[src/rtl/spi_regif_pkg.sv]
package spi_regif_pkg;

  typedef enum logic [1:0] {ST_HUNT, ST_CMD, ST_DATA} frame_st_e;
  typedef enum logic [1:0] {ACC_NONE, ACC_RO, ACC_WO, ACC_RW} acc_e;

  typedef struct packed {
    acc_e acc;
    logic wide;
  } reg_attr_t;

  function automatic reg_attr_t reg_attr(input logic [4:0] num);
    reg_attr_t a;
    case (num)
      5'd0:    a = '{ACC_RO, 1'b0};
      5'd1:    a = '{ACC_RW, 1'b0};
      5'd2:    a = '{ACC_RW, 1'b1};
      5'd3:    a = '{ACC_RW, 1'b1};
      5'd4:    a = '{ACC_RW, 1'b1};
      5'd5:    a = '{ACC_WO, 1'b0};
      5'd6:    a = '{ACC_WO, 1'b1};
      5'd7:    a = '{ACC_RO, 1'b1};
      5'd8:    a = '{ACC_RO, 1'b1};
      5'd9:    a = '{ACC_RW, 1'b0};
      5'd10:   a = '{ACC_RO, 1'b0};
      5'd11:   a = '{ACC_RW, 1'b1};
      default: a = '{ACC_NONE, 1'b0};
    endcase
    return a;
  endfunction

  function automatic logic can_write(input acc_e a);
    return (a == ACC_WO) || (a == ACC_RW);
  endfunction

  function automatic logic can_read(input acc_e a);
    return (a == ACC_RO) || (a == ACC_RW);
  endfunction

endpackage

[src/rtl/spi_regif_sync.sv]
module spi_regif_sync #(
  parameter int unsigned     W       = 3,
  parameter int unsigned     STAGES  = 2,
  parameter logic [W-1:0]    RST_VAL = '0
) (
  input  logic         clk_i,
  input  logic         rst_ni,
  input  logic [W-1:0] d_i,
  output logic [W-1:0] q_o
);

  logic [W-1:0] stg_q [STAGES];

  for (genvar s = 0; s < STAGES; s++) begin : g_stage
    always_ff @(posedge clk_i or negedge rst_ni) begin
      if (!rst_ni) stg_q[s] <= RST_VAL;
      else if (s == 0) stg_q[s] <= d_i;
      else stg_q[s] <= stg_q[(s == 0) ? 0 : s-1];
    end
  end

  assign q_o = stg_q[STAGES-1];

endmodule

[src/rtl/spi_regif_frame.sv]
module spi_regif_frame
  import spi_regif_pkg::*;
#(
  parameter int unsigned ADDR_W   = 5,
  parameter int unsigned DATA_W   = 16,
  parameter int unsigned NARROW_W = 8
) (
  input  logic              clk_i,
  input  logic              rst_ni,
  input  logic              cs_act_i,
  input  logic              rise_i,
  input  logic              fall_i,
  input  logic              din_i,
  output logic              dout_o,
  output logic [ADDR_W-1:0] reg_addr_o,
  output logic              reg_rd_o,
  input  logic [DATA_W-1:0] reg_rdata_i,
  output logic              reg_we_o,
  output logic [DATA_W-1:0] reg_wdata_o
);

  localparam int unsigned CNT_W   = $clog2(DATA_W);
  localparam int unsigned CMD_W   = ADDR_W + 1;
  localparam int unsigned CMD_END = CMD_W;

  frame_st_e         st_q;
  logic [CNT_W-1:0]  cnt_q;
  logic [CMD_W-1:0]  cmd_q;
  logic              rd_q, wide_q, load_q, we_q, dout_q;
  logic [ADDR_W-1:0] addr_q;
  logic [DATA_W-1:0] rx_q, tx_q, wdata_q;
  logic [CNT_W-1:0]  last_bit;
  acc_e              acc;

  assign last_bit = wide_q ? CNT_W'(DATA_W-1) : CNT_W'(NARROW_W-1);
  assign acc      = reg_attr(addr_q).acc;

  always_ff @(posedge clk_i or negedge rst_ni) begin
    if (!rst_ni) begin
      st_q    <= ST_HUNT;
      cnt_q   <= '0;
      cmd_q   <= '0;
      rd_q    <= 1'b0;
      wide_q  <= 1'b0;
      load_q  <= 1'b0;
      we_q    <= 1'b0;
      dout_q  <= 1'b0;
      addr_q  <= '0;
      rx_q    <= '0;
      tx_q    <= '0;
      wdata_q <= '0;
    end else begin
      we_q   <= 1'b0;
      load_q <= 1'b0;
      if (load_q) begin
        if (!can_read(acc))  tx_q <= '0;
        else if (wide_q)     tx_q <= reg_rdata_i;
        else                 tx_q <= {reg_rdata_i[NARROW_W-1:0], {(DATA_W-NARROW_W){1'b0}}};
      end
      if (!cs_act_i) begin
        st_q  <= ST_HUNT;
        cnt_q <= '0;
      end else begin
        if (rise_i) begin
          unique case (st_q)
            ST_HUNT: if (din_i) begin
              st_q  <= ST_CMD;
              cnt_q <= '0;
            end
            ST_CMD: begin
              cnt_q <= cnt_q + 1'b1;
              if (cnt_q == CNT_W'(CMD_END)) begin
                // din_i here is the don't-care bit
                rd_q   <= cmd_q[CMD_W-1];
                addr_q <= cmd_q[ADDR_W-1:0];
                wide_q <= reg_attr(cmd_q[ADDR_W-1:0]).wide;
                load_q <= cmd_q[CMD_W-1];
                rx_q   <= '0;
                cnt_q  <= '0;
                st_q   <= ST_DATA;
              end else begin
                cmd_q <= {cmd_q[CMD_W-2:0], din_i};
              end
            end
            ST_DATA: begin
              rx_q  <= {rx_q[DATA_W-2:0], din_i};
              cnt_q <= cnt_q + 1'b1;
              if (cnt_q == last_bit) begin
                st_q  <= ST_HUNT;
                cnt_q <= '0;
                if (!rd_q && can_write(acc)) begin
                  we_q    <= 1'b1;
                  wdata_q <= {rx_q[DATA_W-2:0], din_i};
                end
              end
            end
            default: st_q <= ST_HUNT;
          endcase
        end
        if (fall_i && st_q == ST_DATA && rd_q) begin
          dout_q <= tx_q[DATA_W-1];
          tx_q   <= {tx_q[DATA_W-2:0], 1'b0};
        end
      end
    end
  end

  assign dout_o      = dout_q;
  assign reg_addr_o  = addr_q;
  assign reg_rd_o    = load_q;
  assign reg_we_o    = we_q;
  assign reg_wdata_o = wdata_q;

  p_we_single_r5: assert property (@(posedge clk_i) disable iff (!rst_ni)
    we_q |=> !we_q);
  p_we_target_r6: assert property (@(posedge clk_i) disable iff (!rst_ni)
    we_q |-> can_write(reg_attr(addr_q).acc));
  p_rd_phase_r7: assert property (@(posedge clk_i) disable iff (!rst_ni)
    load_q |-> (st_q == ST_DATA) && rd_q);
  p_cs_abort_r9: assert property (@(posedge clk_i) disable iff (!rst_ni)
    !cs_act_i |=> (st_q == ST_HUNT) && !we_q);
  p_cnt_bound_r4: assert property (@(posedge clk_i) disable iff (!rst_ni)
    (st_q == ST_DATA) |-> (cnt_q <= last_bit));

endmodule

[src/rtl/spi_regif.sv]
module spi_regif
  import spi_regif_pkg::*;
#(
  parameter int unsigned ADDR_W      = 5,
  parameter int unsigned DATA_W      = 16,
  parameter int unsigned NARROW_W    = 8,
  parameter int unsigned SYNC_STAGES = 2
) (
  input  logic              clk_i,
  input  logic              rst_ni,
  input  logic              cs_ni,
  input  logic              sclk_i,
  input  logic              din_i,
  output logic              dout_o,
  output logic              dout_en_o,
  input  logic              eoc_i,
  output logic              eoc_o,
  output logic [ADDR_W-1:0] reg_addr_o,
  output logic              reg_rd_o,
  input  logic [DATA_W-1:0] reg_rdata_i,
  output logic              reg_we_o,
  output logic [DATA_W-1:0] reg_wdata_o
);

  logic [2:0] pins_s;
  logic       sclk_d, rise, fall;

  // bit 2: cs (idle high), bit 1: sclk, bit 0: din
  spi_regif_sync #(.W(3), .STAGES(SYNC_STAGES), .RST_VAL(3'b100)) u_sync (
    .clk_i (clk_i),
    .rst_ni(rst_ni),
    .d_i   ({cs_ni, sclk_i, din_i}),
    .q_o   (pins_s)
  );

  always_ff @(posedge clk_i or negedge rst_ni) begin
    if (!rst_ni) sclk_d <= 1'b0;
    else         sclk_d <= pins_s[1];
  end

  assign rise = pins_s[1] & ~sclk_d;
  assign fall = ~pins_s[1] & sclk_d;

  spi_regif_frame #(.ADDR_W(ADDR_W), .DATA_W(DATA_W), .NARROW_W(NARROW_W)) u_frame (
    .clk_i      (clk_i),
    .rst_ni     (rst_ni),
    .cs_act_i   (~pins_s[2]),
    .rise_i     (rise),
    .fall_i     (fall),
    .din_i      (pins_s[0]),
    .dout_o     (dout_o),
    .reg_addr_o (reg_addr_o),
    .reg_rd_o   (reg_rd_o),
    .reg_rdata_i(reg_rdata_i),
    .reg_we_o   (reg_we_o),
    .reg_wdata_o(reg_wdata_o)
  );

  assign dout_en_o = ~cs_ni;
  assign eoc_o     = eoc_i;

  p_edge_excl_r1: assert property (@(posedge clk_i) disable iff (!rst_ni)
    pins_s[2] |-> !reg_rd_o || !$rose(reg_rd_o));

endmodule

[config.mk]
export PLATFORM = sky130hd
export DESIGN_NAME = spi_regif
export DESIGN_NICKNAME = d
export VERILOG_FILES = /design/src/rtl/spi_regif_pkg.sv /design/src/rtl/spi_regif_sync.sv /design/src/rtl/spi_regif_frame.sv /design/src/rtl/spi_regif.sv
export SDC_FILE = /design/constraint.sdc
export NUM_CORES = 1
export LEC_CHECK = 0
export BUFFER_PORTS_ARGS = -buffer_cell sky130_fd_sc_hd__buf_4
export CAP_MARGIN = 20
export CELL_PAD_IN_SITES_DETAIL_PLACEMENT = 2
export CELL_PAD_IN_SITES_GLOBAL_PLACEMENT = 2
export CORE_ASPECT_RATIO = 0.8
export CORE_MARGIN = 10
export CORE_UTILIZATION = 36
export CTS_BUF_LIST = sky130_fd_sc_hd__clkbuf_8
export CTS_CLUSTER_DIAMETER = 30
export CTS_CLUSTER_SIZE = 16
export DETAILED_ROUTE_END_ITERATION = 12
export GPL_TIMING_DRIVEN = 0
export PLACE_DENSITY = 0.86
export SLEW_MARGIN = 20
export SYNTH_ARGS = -nofsm -noshare
export SYNTH_HDL_FRONTEND = slang
export SYNTH_SLANG_ARGS = --single-unit
[constraint.sdc]
create_clock -name clk_i -period 1.8 [get_ports clk_i]
set_input_delay 0.09 -clock clk_i [delete_from_list [all_inputs] [get_ports clk_i]]
set_output_delay 0.09 -clock clk_i [all_outputs]
set_load 0.05 [all_outputs]
==> flow_results.org, run 1 <==
** Route
- Initial DRC Count :: 116
- The routed design has 11,200 µm of wire.
- Via total after detailed routing :: 2,540
- DRC violations left :: 0
- The count of nets left with antenna violations once routing finished came out at 0.
- Post-detailed-route via-to-cell ratio :: 5.34
- Pre-antenna DRT Iters :: 4
- After detailed routing, the average wire length per cell comes to 23.6 µm.

** Clocking
- Counting the buffers created by CTS gives 9.
- CTS tree :: done
- Clock root cell :: sky130_fd_sc_hd__clkbuf_8
- Counting along the longest clock path gives a buffer depth of 2.
- Clock-pin slew was measured on the worst setup and hold paths at 0.10 ns.
- Clock network latency to the later pin of the worst-skew pair :: 0.36 ns
- The H-tree generated during clock tree synthesis spans 3 levels.
- Clock Sink Count :: 76

** Global routing
- Number of antenna violations at the first check in global routing :: 0
- Remaining global-route overflow :: 0
- Total track usage :: 15.7%
- Entering global routing, the biggest net connects 77 pins.
- First-pass GRT wire length :: 17,000 µm
- The number of global-route vias before repair came to 2,959.

** Setup path
- Crit path kind :: reg2reg
- Kind of end point of the critical path :: flip-flop
- Worst path max stage delay :: 0.40 ns
- Worst endpoint data arrival time :: 2.09 ns
- The signal on the critical path passes through inv_2, ha_4, nor2b_4, a211oi_4, o2111ai_4, buf_8, mux2_4.
- On the critical path, the stage with the largest delay is an instance of sky130_fd_sc_hd__dfrtp_2.
- STA puts the critical path data required time at 2.03 ns.
- Highest fanout seen on the critical path :: 5
- Element type at the critical path start :: flip-flop

** STA
- In the post-route analysis, the smallest setup slack over all paths is -0.0621 ns.
- Derived from the worst setup path, the maximum achievable clock frequency is 537 MHz.
- Crit path time final :: 1.86 ns
- Of the available clock period, the critical path in the final layout requires 103%.
- Max Transition Viols Final :: 0
- The final count of hold timing violations was 0.
- For the pin with the worst max-slew slack, the measured transition is 0.966 ns.
- Setup repair after global routing could not meet its margin everywhere.
- Final setup violation count :: 18
- Measured against its own limit, the worst slew margin works out to 35.6%.
- Between clock sinks in the finished design, the worst skew comes to 0.0173 ns.
- Final Hold Slack :: 0.0415 ns

** Power
- Power share of the combinational group :: 6.3%
- Worst vdd ir :: 0.351 mV
- Net switching is 25.5% of the power.
- Relative contribution of the clock network to total power :: 41.7%
- Int Pwr :: 2.51 mW
- Per report_power, the sequential group accounts for 52.0% of the total.
- In this run the power spent charging and discharging nets is 0.858 mW.
- Leakage power figure :: 2.19 nW
- After layout, the design draws a total of 3.37 mW.
- PD cells :: 739 nW/µm²

** Die
- Number of rows created at floorplan :: 31
- During I/O placement, the number of pins put on the boundary was 48.
- The floorplan step set the die width to 129 µm.
- Area of the die :: 13,800 µm²
- The core region is 9150 µm².
- Die height :: 107 µm
- For this configuration, the core starts out at a cell density of 37.3%.

** Logic synthesis
- Counting flops and latches in the post-synthesis netlist gives 76.
- After synthesis the cells add up to 3410 µm².
- The netlist uses 47 different library cells.
- Dividing the synthesized area by the synthesized cell count gives 12.4 µm².
- Syn Nets :: 307
- The Yosys step of the flow raised 0 warnings.
- In this run, synthesis inferred 0 flip-flops with an integrated enable.
- Synthesized netlist cell count :: 276
- Of the synthesized area, sequential elements account for 55.8%.
- After synthesis, the share of flip-flops with an asynchronous set or reset is 100%.
- Primary FF master, synth :: sky130_fd_sc_hd__dfrtp_1

** Placed design
- Input and output buffers added on the ports amount to 46.
- HPWL Detailed :: 6750 µm
- The congestion estimate from routability-driven global placement came to 0.756.

** Job
- Max Cap Viol :: 0

** Layout
- Fraction of layout cells with a size suffix above 1 :: 42.1%
- Net total in the final layout :: 387
- Relative area change from synthesis to final layout :: 33.7%
- The repair_antennas step left the layout with diodes totalling 0.

** Outcome
- The final reports fail on setup timing.
- Status :: finished, violations left

** Hold path
- Class of the most critical hold timing path :: in2reg
-- registers in the layout, summed over array words and instances, names as in the netlist, 2 cells and up --
register and flops:
u_frame.st_q 2, u_frame.reg_addr_o 5, u_frame.reg_wdata_o 16, u_frame.cnt_q 4, u_sync.q_o 3, u_sync.stg_q 3
u_frame.rx_q 15, u_frame.tx_q 16, u_frame.cmd_q 6
-- cell families (layout without fill, tap and decap cells) --
kind of cell | Yosys count | count (layout) | synth area share [%]
multiplexers | 37 | 37 | 12.8
AND/OR/NAND/NOR | 58 | 58 | 9.24
adder cells (fa/ha/maj) | 9 | 9 | 3.30
flip-flops | 76 | 76 | 55.8
AO/OA/AOI/OAI | 66 | 66 | 14.9
buffers and inverters | 29 | 114 | 3.70
XOR/XNOR | 1 | 1 | 0.257
-- placed cells by master (no fill, tap or decap), types with 3 or more instances in the layout --
| master | synthesis | routed |
|---|---|---|
| sky130_fd_sc_hd__dfrtp_1 | 74 | 70 |
| sky130_fd_sc_hd__mux2_2 | 16 | 9 |
| sky130_fd_sc_hd__o21a_1 | 8 | 8 |
| sky130_fd_sc_hd__buf_6 | 1 | 4 |
| sky130_fd_sc_hd__ha_4 | 0 | 4 |
| sky130_fd_sc_hd__mux2i_1 | 12 | 12 |
| sky130_fd_sc_hd__clkbuf_8 | 0 | 12 |
| sky130_fd_sc_hd__nand3_1 | 4 | 3 |
| sky130_fd_sc_hd__ha_1 | 9 | 5 |
| sky130_fd_sc_hd__a22o_1 | 16 | 16 |
| sky130_fd_sc_hd__nor2b_1 | 10 | 9 |
| sky130_fd_sc_hd__inv_1 | 17 | 13 |
| sky130_fd_sc_hd__nand2_1 | 14 | 12 |
| sky130_fd_sc_hd__a21oi_1 | 16 | 16 |
| sky130_fd_sc_hd__dfrtp_2 | 0 | 4 |
| sky130_fd_sc_hd__dlygate4sd3_1 | 0 | 4 |
| sky130_fd_sc_hd__o221ai_1 | 8 | 8 |
| sky130_fd_sc_hd__inv_2 | 1 | 4 |
| sky130_fd_sc_hd__nor2_1 | 12 | 12 |
| sky130_fd_sc_hd__buf_4 | 1 | 63 |
| sky130_fd_sc_hd__o21ai_0 | 4 | 4 |
| sky130_fd_sc_hd__mux2_4 | 9 | 16 |
-- cell usage after synthesis (2+ instances only) --
| cell type | instances | area [µm²] |
|---|---|---|
| sky130_fd_sc_hd__a21o_1 | 2 | 15.0 |
| sky130_fd_sc_hd__a21oi_1 | 16 | 80.1 |
| sky130_fd_sc_hd__a22o_1 | 16 | 140 |
| sky130_fd_sc_hd__and2b_1 | 2 | 15.0 |
| sky130_fd_sc_hd__and3_1 | 2 | 12.5 |
| sky130_fd_sc_hd__buf_2 | 5 | 25.0 |
| sky130_fd_sc_hd__clkbuf_1 | 4 | 15.0 |
| sky130_fd_sc_hd__dfrtp_1 | 74 | 1850 |
| sky130_fd_sc_hd__dfstp_2 | 2 | 52.6 |
| sky130_fd_sc_hd__ha_1 | 9 | 113 |
| sky130_fd_sc_hd__inv_1 | 17 | 63.8 |
| sky130_fd_sc_hd__mux2_2 | 16 | 180 |
| sky130_fd_sc_hd__mux2_4 | 9 | 135 |
| sky130_fd_sc_hd__mux2i_1 | 12 | 120 |
| sky130_fd_sc_hd__nand2_1 | 14 | 52.6 |
| sky130_fd_sc_hd__nand2b_1 | 3 | 18.8 |
| sky130_fd_sc_hd__nand3_1 | 4 | 20.0 |
| sky130_fd_sc_hd__nand3b_1 | 2 | 15.0 |
| sky130_fd_sc_hd__nor2_1 | 12 | 45.0 |
| sky130_fd_sc_hd__nor2b_1 | 10 | 62.6 |
| sky130_fd_sc_hd__o21a_1 | 8 | 60.1 |
| sky130_fd_sc_hd__o21ai_0 | 4 | 20.0 |
| sky130_fd_sc_hd__o221ai_1 | 8 | 70.1 |
| sky130_fd_sc_hd__or3_1 | 2 | 12.5 |
-- area by class of cell --
type / count / area [µm²]
buffer: 9 / 86.3
inverter: 18 / 70.1
clock buffer: 10 / 138
sequential: 76 / 1910
tap: 115 / 144
multi-input combinational: 171 / 1550
clock inverter: 6 / 71.3
fill: 887 / 4590
timing repair buffer: 71 / 592
-- power by group through the flow --
| stage | Sequential, mW | Clock [mW] | Combinational, mW |
|---|---|---|---|
| after floorplan | 1.77 | 0 | 0.0737 |
| after global placement | 1.78 | 0 | 0.161 |
| after detailed placement | 1.78 | 0 | 0.169 |
| after CTS | 1.75 | 1.43 | 0.197 |
| after global routing | 1.75 | 1.53 | 0.234 |
| final | 1.75 | 1.41 | 0.213 |
-- routing by layer --
layer  vias up  GRT usage [%]  share of wire (%)
li1       1144              -                  -
met1      1335           18.1                 42
met2        49           27.3                 53
met3        12           4.19                3.8
met4         0           5.92                1.4
met5         -              0                  0
-- path summary, 6_finish.rpt --
path                                                    from                             endpoint  slack [ns]  cells past startpoint
min reg2reg                        u_sync.stg_q[3]$_DFF_PN0_              u_sync.q_o[0]$_DFF_PN0_        0.36                      0
min in group asynchronous                             rst_ni   u_frame.reg_wdata_o[1]$_DFFE_PN0P_        0.44                      2
max reg2reg                u_frame.reg_addr_o[0]$_DFFE_PN0P_  u_frame.reg_wdata_o[10]$_DFFE_PN0P_       -0.06                      7
max                        u_frame.reg_addr_o[0]$_DFFE_PN0P_  u_frame.reg_wdata_o[10]$_DFFE_PN0P_       -0.06                      7
max in group asynchronous                             rst_ni    u_frame.reg_addr_o[1]$_DFFE_PN0P_        0.68                      2
min                                           reg_rdata_i[4]            u_frame.tx_q[4]$_DFF_PN0_        0.04                      3
-- worst max-delay path, delay by kind of cell (launching register included) --
kind,cells,cell delay [ns]
AOI/OAI and AO/OA,2,0.50
and+or+nand+nor,1,0.12
buffers and inverters,2,0.27
adders and majority gates,1,0.15
muxes,1,0.32
DFF,1,0.40
-- stage by stage --
| step | util (%) | cell area (µm²) | worst slack (ns) | TNS (ns) | cells |
|---|---|---|---|---|---|
| 2_1_floorplan | - | 3420 | -0.105 | -0.943 | 276 |
| 3_3_place_gp | 42.8 | 3910 | -0.208 | -5.54 | 437 |
| 3_5_place_dp | 42.8 | 3910 | -0.348 | -10.45 | 437 |
| 4_1_cts | 47.8 | 4380 | -0.120 | -1.40 | 465 |
| 5_1_grt | 49.8 | 4560 | -0.116 | -2.47 | 476 |
| 6_report | 49.8 | 4560 | -0.0621 | -0.696 | 476 |
-- repair_timing --
action	4_1_cts	5_1_grt
pin swaps	4	10
gates cloned	1	1
endpoints found under the setup margin	58	61
gates resized for setup	30	28
buffers inserted	9	10
hold endpoints to repair	77	0
hold buffers	4	0
Power figures use the tool's default switching activity.
==> inputs of run 2 (changes only) <==
--- a/config.mk
+++ b/config.mk
@@ -11,13 +11,13 @@
 export CELL_PAD_IN_SITES_GLOBAL_PLACEMENT = 2
 export CORE_ASPECT_RATIO = 0.8
 export CORE_MARGIN = 10
-export CORE_UTILIZATION = 36
+export CORE_UTILIZATION = 40
 export CTS_BUF_LIST = sky130_fd_sc_hd__clkbuf_8
 export CTS_CLUSTER_DIAMETER = 30
 export CTS_CLUSTER_SIZE = 16
 export DETAILED_ROUTE_END_ITERATION = 12
 export GPL_TIMING_DRIVEN = 0
-export PLACE_DENSITY = 0.86
+export PLACE_DENSITY = 0.9
 export SLEW_MARGIN = 20
 export SYNTH_ARGS = -nofsm -noshare
 export SYNTH_HDL_FRONTEND = slang
==> constraint.sdc (replaced) <==
create_clock -name clk_i -period 1.9 [get_ports clk_i]
set_input_delay 0.095 -clock clk_i [delete_from_list [all_inputs] [get_ports clk_i]]
set_output_delay 0.095 -clock clk_i [all_outputs]
set_load 0.05 [all_outputs]
==> run 2 against run 1 <==
Net effect:
- the flow still finishes with violations (setup timing)
- flip-flop and latch count did not move
- maximum frequency fell by 3.4%
- via count rose by 1.9%
- register-to-register slack improved by 0.03 ns
==> flow_results.org, run 2 (same netlist as run 1, synthesis figures left out) <==
** Setup path
- End of the worst register-to-register path :: u_frame.reg_wdata_o[10]$_DFFE_PN0P_
- The worst setup path is captured at a flip-flop.
- Crit path cell chain :: inv_4, ha_4, nor2b_4, a211oi_4, o2111ai_4, buf_6, buf_16, mux2_4
- Crit path kind :: reg2reg
- The maximum fanout count along the critical path is 5 (unchanged).
- The number of buffer and inverter instances along the worst setup path is 3 (+1).
- Cell type group with the largest total delay on the critical path :: compound AO/OA/AOI/OAI gates
- Reg-to-reg startpoint :: u_frame.reg_addr_o[0]$_DFFE_PN0P_
- STA classifies the critical path startpoint as a flip-flop.
- Worst path max stage delay :: 0.40 ns (about the same)
- The cell depth of the worst flop-to-flop path came to 8 (+1).
- Worst endpoint data arrival time :: 2.16 ns (+0.07 ns)
- The required time of the worst setup path is 2.13 ns (+0.10 ns).
- The setup slack of the worst register-to-register path is -0.03 ns (+0.03 ns).
- Slowest stage cell on the critical path :: sky130_fd_sc_hd__dfrtp_2

** Die
- The width of the chip came to 123 µm (-4.3%).
- The starting density of the core came to 40.6% (+3.3 points).
- The placeable core region is 8410 µm² (-8.1%).
- Area of the die :: 12,600 µm² (-8.3%)
- Number of primary I/O pins :: 48 (unchanged)
- The number of placement rows came to 30 (-3.2%).
- Die height :: 103 µm (-4.2%)

** Clocking
- Clock root cell :: sky130_fd_sc_hd__clkbuf_8
- Clock network latency to the later pin of the worst-skew pair :: 0.34 ns (-0.02 ns)
- The clock sink total came to 76 (unchanged).
- The TritonCTS buffer count came to 9 (unchanged).
- Clock transition at the registers of the reported paths :: 0.08 ns (-0.02 ns)
- CTS HTree Levels :: 3 (unchanged)
- TritonCTS built the clock tree.
- Buffer depth of the longest clock path :: 2 (unchanged)

** Job
- Max Cap Viol :: 0 (unchanged)

** Outcome
- Status :: finished, violations left
- Failing checks :: setup timing

** STA
- The final count of hold timing violations was 0 (unchanged).
- The final count of negative-setup-slack endpoints came to 8 (-10).
- The total count of max-transition violations in the final report came to 0 (unchanged).
- The post-layout worst setup margin was -0.0282 ns (+0.0339 ns).
- The total negative slack for setup checks is -0.126 ns (+0.569 ns).
- Unrepaired setup endpoints after global routing :: true
- Crit path time final :: 1.93 ns (+0.0661 ns)
- The post-route clock period utilization is 101% (-2.0 points).
- The slew at the pin closest to its max-slew limit came to 0.988 ns (+0.0213 ns).
- Clock Skews :: 0.00586 ns (-0.0114 ns)
- Worst rel slew slack :: 34.2% (-1.4 points)
- Peak Freq :: 519 MHz (-3.4%)

** Global routing
- Remaining global-route overflow :: 0 (unchanged)
- The global-route total usage across every layer came to 17.8% (+2.2 points).
- Number of antenna violations at the first check in global routing :: 0 (unchanged)
- The maximum number of pins on one net before global-route repair was 77 (unchanged).
- First-pass GRT wire length :: 17,300 µm (+1.6%)
- The number of global-route vias before repair is 2,956 (-0.10%).

** Layout
- Net total in the final layout :: 383 (-1.0%)
- Relative area change from synthesis to final layout :: 30.1%
- The number of antenna repair diodes is 0 (unchanged).
- Highest-count cells in the layout ignoring fill and taps :: sky130_fd_sc_hd__dfrtp_1 (69), sky130_fd_sc_hd__buf_4 (62), sky130_fd_sc_hd__a21oi_1 (16), sky130_fd_sc_hd__mux2_2 (16), sky130_fd_sc_hd__a22o_1 (16)
- The final instance area is 4440 µm² (-2.7%).
- Commonest non-fill, non-tap cell in the layout :: sky130_fd_sc_hd__dfrtp_1
- The count of fill cells added during filler insertion was 816 (-8.0%).
- Fraction of layout cells with a size suffix above 1 :: 41.2% (-0.93 points)
- The register area was 1910 µm² (about the same).
- Area taken by multi-input logic gates :: 1510 µm² (-2.6%)

** Placed design
- The worst slack after detailed placement was -0.215 ns (+0.133 ns).
- Final RePlAce weighted congestion :: 0.769 (+1.6%)
- Cell area after placement :: 3910 µm² (about the same)
- The final HPWL from detailed placement is 6860 µm (+1.5%).
- The number of buffers added on ports was 46 (unchanged).

** Power
- Sequential cell fraction of total power :: 54.5% (+2.5 points)
- Relative contribution of the clock network to total power :: 39.1% (-2.6 points)
- Power share of the combinational group :: 6.4% (about the same)
- The internal power was 2.27 mW (-9.6%).
- The power spent charging and discharging nets is 0.773 mW (-9.9%).
- PD cells :: 686 nW/µm² (-7.2%)
- The standby leakage power came to 2.12 nW (-3.0%).
- The switching share of power is 25.4% (-0.055 points).
- The peak supply drop was 0.451 mV (+29%).

** Hold path
- Class of the most critical hold timing path :: in2reg
- In this run the most critical hold path is launched from reg_rdata_i[5].
- Endpoint of the worst hold-timing path :: u_frame.tx_q[5]$_DFF_PN0_
- The cell depth of the worst hold path is 3 (unchanged).

** Route
- Antenna viol nets, final :: 0 (unchanged)
- Via total after detailed routing :: 2,587 (+1.9%)
- The DRC violations left was 0 (unchanged).
- The via density per instance came to 5.52 (+3.4%).
- Detailed-route wire length per cell :: 23.9 µm (+1.2%)
- The final wirelength came to 11,200 µm (-0.31%).
- The detailed router's first-iteration violation count was 117 (+0.86%).
- Pre-antenna DRT Iters :: 4 (unchanged)
-- run 2: changes by cell type in the layout (fill, tap and decap cells not counted), moves of 2 or more --
cell and change:
sky130_fd_sc_hd__nand2_1 +2, sky130_fd_sc_hd__nand2_2 -2, sky130_fd_sc_hd__buf_8 -2, sky130_fd_sc_hd__mux2_4 -7, sky130_fd_sc_hd__clkinv_2 +2, sky130_fd_sc_hd__mux2_2 +7
-- run 2: layer usage --
| metal | up-vias | global-route usage, % | wire (µm) |
|---|---|---|---|
| li1 | 1136 | - | - |
| met2 | 67 | 33.7 | 6000 |
| met4 | 0 | 5.45 | 321 |
| met1 | 1361 | 19.3 | 4330 |
| met3 | 23 | 4.11 | 547 |
| met5 | - | 0 | 0 |
-- run 2: area by class of cell --
cell class                 count  area share (%)
tap                          112            3.16
clock inverter                 5           0.789
timing repair buffer          68            12.5
multi-input combinational    171            34.0
inverter                      18            1.58
sequential                    76            43.0
buffer                         8            1.47
clock buffer                  11            3.41
-- run 2: how the worst max path moves through the flow --
stage,from,to,slack (ns),depth (start not counted)
6_report,u_frame.reg_addr_o[0]$_DFFE_PN0P_,u_frame.reg_wdata_o[10]$_DFFE_PN0P_,-0.03,8
3_3_place_gp,u_frame.st_q[0]$_DFFE_PN0P_,u_frame.tx_q[7]$_DFF_PN0_,-0.11,8
5_1_grt,u_frame.reg_addr_o[1]$_DFFE_PN0P_,u_frame.reg_wdata_o[10]$_DFFE_PN0P_,-0.08,8
4_1_cts,u_frame.reg_addr_o[0]$_DFFE_PN0P_,u_frame.reg_wdata_o[10]$_DFFE_PN0P_,-0.06,7
3_5_place_dp,u_frame.st_q[0]$_DFFE_PN0P_,u_frame.tx_q[14]$_DFF_PN0_,-0.21,7
2_1_floorplan,u_frame.reg_addr_o[0]$_DFFE_PN0P_,u_frame.reg_wdata_o[10]$_DFFE_PN0P_,-0.005,7
-- run 2: worst register-to-register path: stages (launching register included) --
cell and delay [ns]:
sky130_fd_sc_hd__dfrtp_2 0.40, sky130_fd_sc_hd__inv_4 0.05, sky130_fd_sc_hd__ha_4 0.15, sky130_fd_sc_hd__nor2b_4 0.13, sky130_fd_sc_hd__a211oi_4 0.30, sky130_fd_sc_hd__o2111ai_4 0.19, sky130_fd_sc_hd__buf_6 0.18, sky130_fd_sc_hd__buf_16 0.13
sky130_fd_sc_hd__mux2_4 0.29
-- run 2: power groups by stage --
stage | Sequential, mW | Combinational [mW] | Clock [mW]
floorplan | 1.68 | 0.0698 | 0
global placement | 1.69 | 0.150 | 0
detailed placement | 1.69 | 0.163 | 0
CTS | 1.66 | 0.181 | 1.21
global route | 1.66 | 0.215 | 1.28
finish | 1.66 | 0.195 | 1.19
-- run 2: per-stage QoR --
stage / utilization, % / hold WS, ns / power, mW / cells
floorplan: - / -0.201 / 1.75 / 276
global placement: 46.5 / 0.205 / 1.84 / 434
detailed placement: 46.5 / 0.207 / 1.85 / 434
CTS: 51.1 / 0.0227 / 3.05 / 459
global route: 52.8 / 0.0677 / 3.16 / 469
finish: 52.8 / 0.0508 / 3.04 / 469
-- run 2: timing repair --
action	in CTS	in global routing
pin swaps	5	20
hold endpoints to repair	77	0
buffers inserted	6	10
setup endpoints to repair	38	58
hold buffers	4	0
resized for setup	23	24
cloned	1	1
==> inputs of run 3 (changes only) <==
--- a/config.mk
+++ b/config.mk
@@ -5,19 +5,18 @@
 export SDC_FILE = /design/constraint.sdc
 export NUM_CORES = 1
 export LEC_CHECK = 0
-export BUFFER_PORTS_ARGS = -buffer_cell sky130_fd_sc_hd__buf_4
-export CAP_MARGIN = 20
 export CELL_PAD_IN_SITES_DETAIL_PLACEMENT = 2
 export CELL_PAD_IN_SITES_GLOBAL_PLACEMENT = 2
 export CORE_ASPECT_RATIO = 0.8
 export CORE_MARGIN = 10
-export CORE_UTILIZATION = 40
+export CORE_UTILIZATION = 44
 export CTS_BUF_LIST = sky130_fd_sc_hd__clkbuf_8
 export CTS_CLUSTER_DIAMETER = 30
 export CTS_CLUSTER_SIZE = 16
 export DETAILED_ROUTE_END_ITERATION = 12
+export DONT_BUFFER_PORTS = 1
 export GPL_TIMING_DRIVEN = 0
-export PLACE_DENSITY = 0.9
+export PLACE_DENSITY = 0.89
 export SLEW_MARGIN = 20
 export SYNTH_ARGS = -nofsm -noshare
 export SYNTH_HDL_FRONTEND = slang
==> run 3 against run 2 <==
Net effect:
- the flow still finishes with violations (setup timing)
- non-clock buffer count shrank 36
- clock-buffer cell count shrank 2
- clock power grew 19%
==> flow_results.org, run 3 (same netlist as run 1, synthesis figures left out) <==
** Global routing
- Number of global-route vias before repair :: 2,875 (-2.7%)
- The residual overflow from global routing is 0 (unchanged).
- Total track usage :: 20.5% (+2.7 points)
- The global-route wire length before repair came to 18,400 µm (+6.4%).
- The maximum number of pins on one net before global-route repair is 77 (unchanged).
- The number of antenna violations at the first check in global routing is 0 (unchanged).

** Route
- The per-cell routed wire length is 30.5 µm (+28%).
- The number of optimization iterations in the first detailed-route pass is 4 (unchanged).
- DRC violations left :: 0 (unchanged)
- Initial DRC Count :: 159 (+36%)
- Via total after detailed routing :: 2,581 (-0.23%)
- The via density per instance came to 6.06 (+9.8%).
- Routed WL :: 13,000 µm (+16%)
- The count of antenna-violating nets left after detailed routing was 0 (unchanged).

** Clocking
- The clock input transition at the sequential cells of the worst setup and hold paths is 0.09 ns (about the same).
- The number of H-tree branching levels is 3 (unchanged).
- Clock network latency to the later pin of the worst-skew pair :: 0.38 ns (+0.04 ns)
- Num CTS Buffers :: 9 (unchanged)
- The root buffer cell chosen for the clock tree is sky130_fd_sc_hd__clkbuf_8.
- The clock sink total was 76 (unchanged).
- The clock tree buffer depth came to 2 (unchanged).
- CTS tree :: done

** STA
- The total count of max-transition violations in the final report was 0 (unchanged).
- The final count of hold timing violations is 0 (unchanged).
- Worst rel slew slack :: 49.0% (+15 points)
- The post-route clock period utilization is 111% (+9.3 points).
- Peak Freq :: 475 MHz (-8.4%)
- Unrepaired setup endpoints after global routing :: true
- The slew at the pin closest to its max-slew limit came to 0.764 ns (-0.223 ns).
- Crit path time final :: 2.11 ns (+0.177 ns)
- The final count of negative-setup-slack endpoints was 35 (+27).
- The setup skew after layout was 0.0185 ns (+0.0127 ns).
- Min setup slack post-route :: -0.205 ns (-0.177 ns)

** Outcome
- Failing checks :: setup timing
- Status :: finished, violations left

** Layout
- Final cell utilization of the core :: 56.0% (+3.2 points)
- Compared with the post-synthesis result, the final layout area differs by 22.5%.
- The number of antenna repair diodes is 0 (unchanged).
- Fraction of layout cells with a size suffix above 1 :: 33.0% (-8.2 points)
- Commonest non-fill, non-tap cell in the layout :: sky130_fd_sc_hd__dfrtp_1
- The number of nets in the finished design is 347 (-9.4%).
- Highest-count cells in the layout ignoring fill and taps :: sky130_fd_sc_hd__dfrtp_1 (70), sky130_fd_sc_hd__buf_4 (19), sky130_fd_sc_hd__mux2_2 (16), sky130_fd_sc_hd__a22o_1 (15), sky130_fd_sc_hd__inv_1 (14)

** Setup path
- The critical path goes through inv_2, ha_2, nor2b_4, a211oi_4, o2111ai_4, buf_6, mux2_4.
- Highest fanout seen on the critical path :: 10 (+5)
- Among cell families on the critical path, the largest total delay comes from flip-flops.
- The cell depth of the worst flop-to-flop path was 7 (-1).
- Slowest stage cell on the critical path :: sky130_fd_sc_hd__dfrtp_2
- Required time worst endpoint :: 2.16 ns (+0.03 ns)
- Instance count on the critical path :: 7 (-1)
- The endpoint arrival time on the critical path is 2.37 ns (+0.21 ns).
- Count of buffering cells on the critical path with inverters included :: 2 (-1)
- STA classifies the critical path endpoint as a flip-flop.
- Worst path max stage delay :: 0.59 ns (+0.19 ns)
- Crit path kind :: reg2reg
- The worst setup path is launched from a flip-flop.

** Die
- Number of rows created at floorplan :: 28 (-6.7%)
- The width of the chip came to 118 µm (-3.9%).
- Die height :: 98.8 µm (-3.7%)
- The number of ports placed on the die boundary was 48 (unchanged).
- Area of the die :: 11,700 µm² (-7.5%)
- The starting density of the core came to 45.7% (+5.1 points).
- The placeable core region came to 7460 µm² (-11%).

** Job
- The number of maximum-capacitance constraint violations came to 0 (unchanged).

** Power
- Worst vdd ir :: 0.898 mV (+99%)
- PD cells :: 784 nW/µm² (+14%)
- The total design power was 3.28 mW (+7.6%).
- Leakage power figure :: 1.94 nW (-8.7%)

** Placed design
- Final RePlAce weighted congestion :: 0.807 (+5.0%)
- Count of buffers from port buffering :: 0 (-100%)
- The final HPWL from detailed placement came to 6590 µm (-3.9%).

** Hold path
- Class of the most critical hold timing path :: in2reg
- Worst hold path cell count :: 2 (-1)
==> run 3: changes by cell type in the layout (fill, tap and decap cells not counted), sizes merged <==
cell	delta
buf	-44
bufinv	+2
clkbuf	-1
clkinv	+1
dlygate4sd3	+7
inv	-1
==> run 3: final timing paths <==
kind	startpoint	endpoint	slack, ns
worst max-delay path	u_frame.reg_addr_o[1]$_DFFE_PN0P_	u_frame.reg_wdata_o[14]$_DFFE_PN0P_	-0.21
worst min-delay path	reg_rdata_i[1]	u_frame.tx_q[1]$_DFF_PN0_	0.07
worst max register to register	u_frame.reg_addr_o[1]$_DFFE_PN0P_	u_frame.reg_wdata_o[14]$_DFFE_PN0P_	-0.21
worst min register to register	u_sync.stg_q[3]$_DFF_PN0_	u_sync.q_o[0]$_DFF_PN0_	0.35
max in group asynchronous	rst_ni	u_sync.stg_q[5]$_DFF_PN1_	1.26
min in group asynchronous	rst_ni	u_frame.wide_q$_DFFE_PN0P_	0.25
==> run 3: final cells by class <==
class	instances	area, µm²
Buffer	9	70.1
Clock buffer	9	124
Clock inverter	7	91.3
Fill cell	687	3280
Inverter	18	67.6
Multi-Input combinational cell	171	1500
Sequential cell	76	1910
Tap cell	105	131
Timing Repair Buffer	31	288
==> run 3: metal layers <==
metal	GRT usage [%]	wire length (µm)	vias to the layer above
met1	24.3	5180	1386
li1	-	-	1062
met2	34.9	6610	99
met3	5.82	786	34
met4	7.87	429	0
met5	0	0	-
==> run 3: worst register-to-register path, delay by kind of cell (launching register included) <==
kind,cells,cell delay (ns)
DFF,1,0.59
AOI/OAI and AO/OA,2,0.47
muxes,1,0.32
buffers and inverters,2,0.29
adders and majority gates,1,0.19
and+or+nand+nor,1,0.13
==> run 3: what timing repair did <==
action	CTS	global route
setup endpoints to repair	48	63
pin swaps	4	8
hold endpoints to repair	86	0
gates cloned	0	1
buffers inserted	13	5
gates resized for setup	17	23
hold buffers	12	0
==> run 3: metrics by stage <==
stage | setup TNS [ns] | instance area, µm² | instances | hold WS, ns | setup WS [ns]
after floorplan | -0.0433 | 3420 | 276 | -0.201 | -0.00481
after global placement | -3.85 | 3560 | 381 | -0.197 | -0.263
after detailed placement | -8.19 | 3560 | 381 | -0.197 | -0.323
after CTS | -1.46 | 4060 | 420 | 0.0541 | -0.116
after global routing | -5.75 | 4180 | 426 | 0.0372 | -0.256
final | -3.29 | 4180 | 426 | 0.0672 | -0.205
==> run 3: power by group <==
part           switching [mW]  internal [mW]  total (mW)
clock network           0.688          0.735        1.42
registers              0.0242           1.64        1.66
logic                   0.118         0.0735       0.192
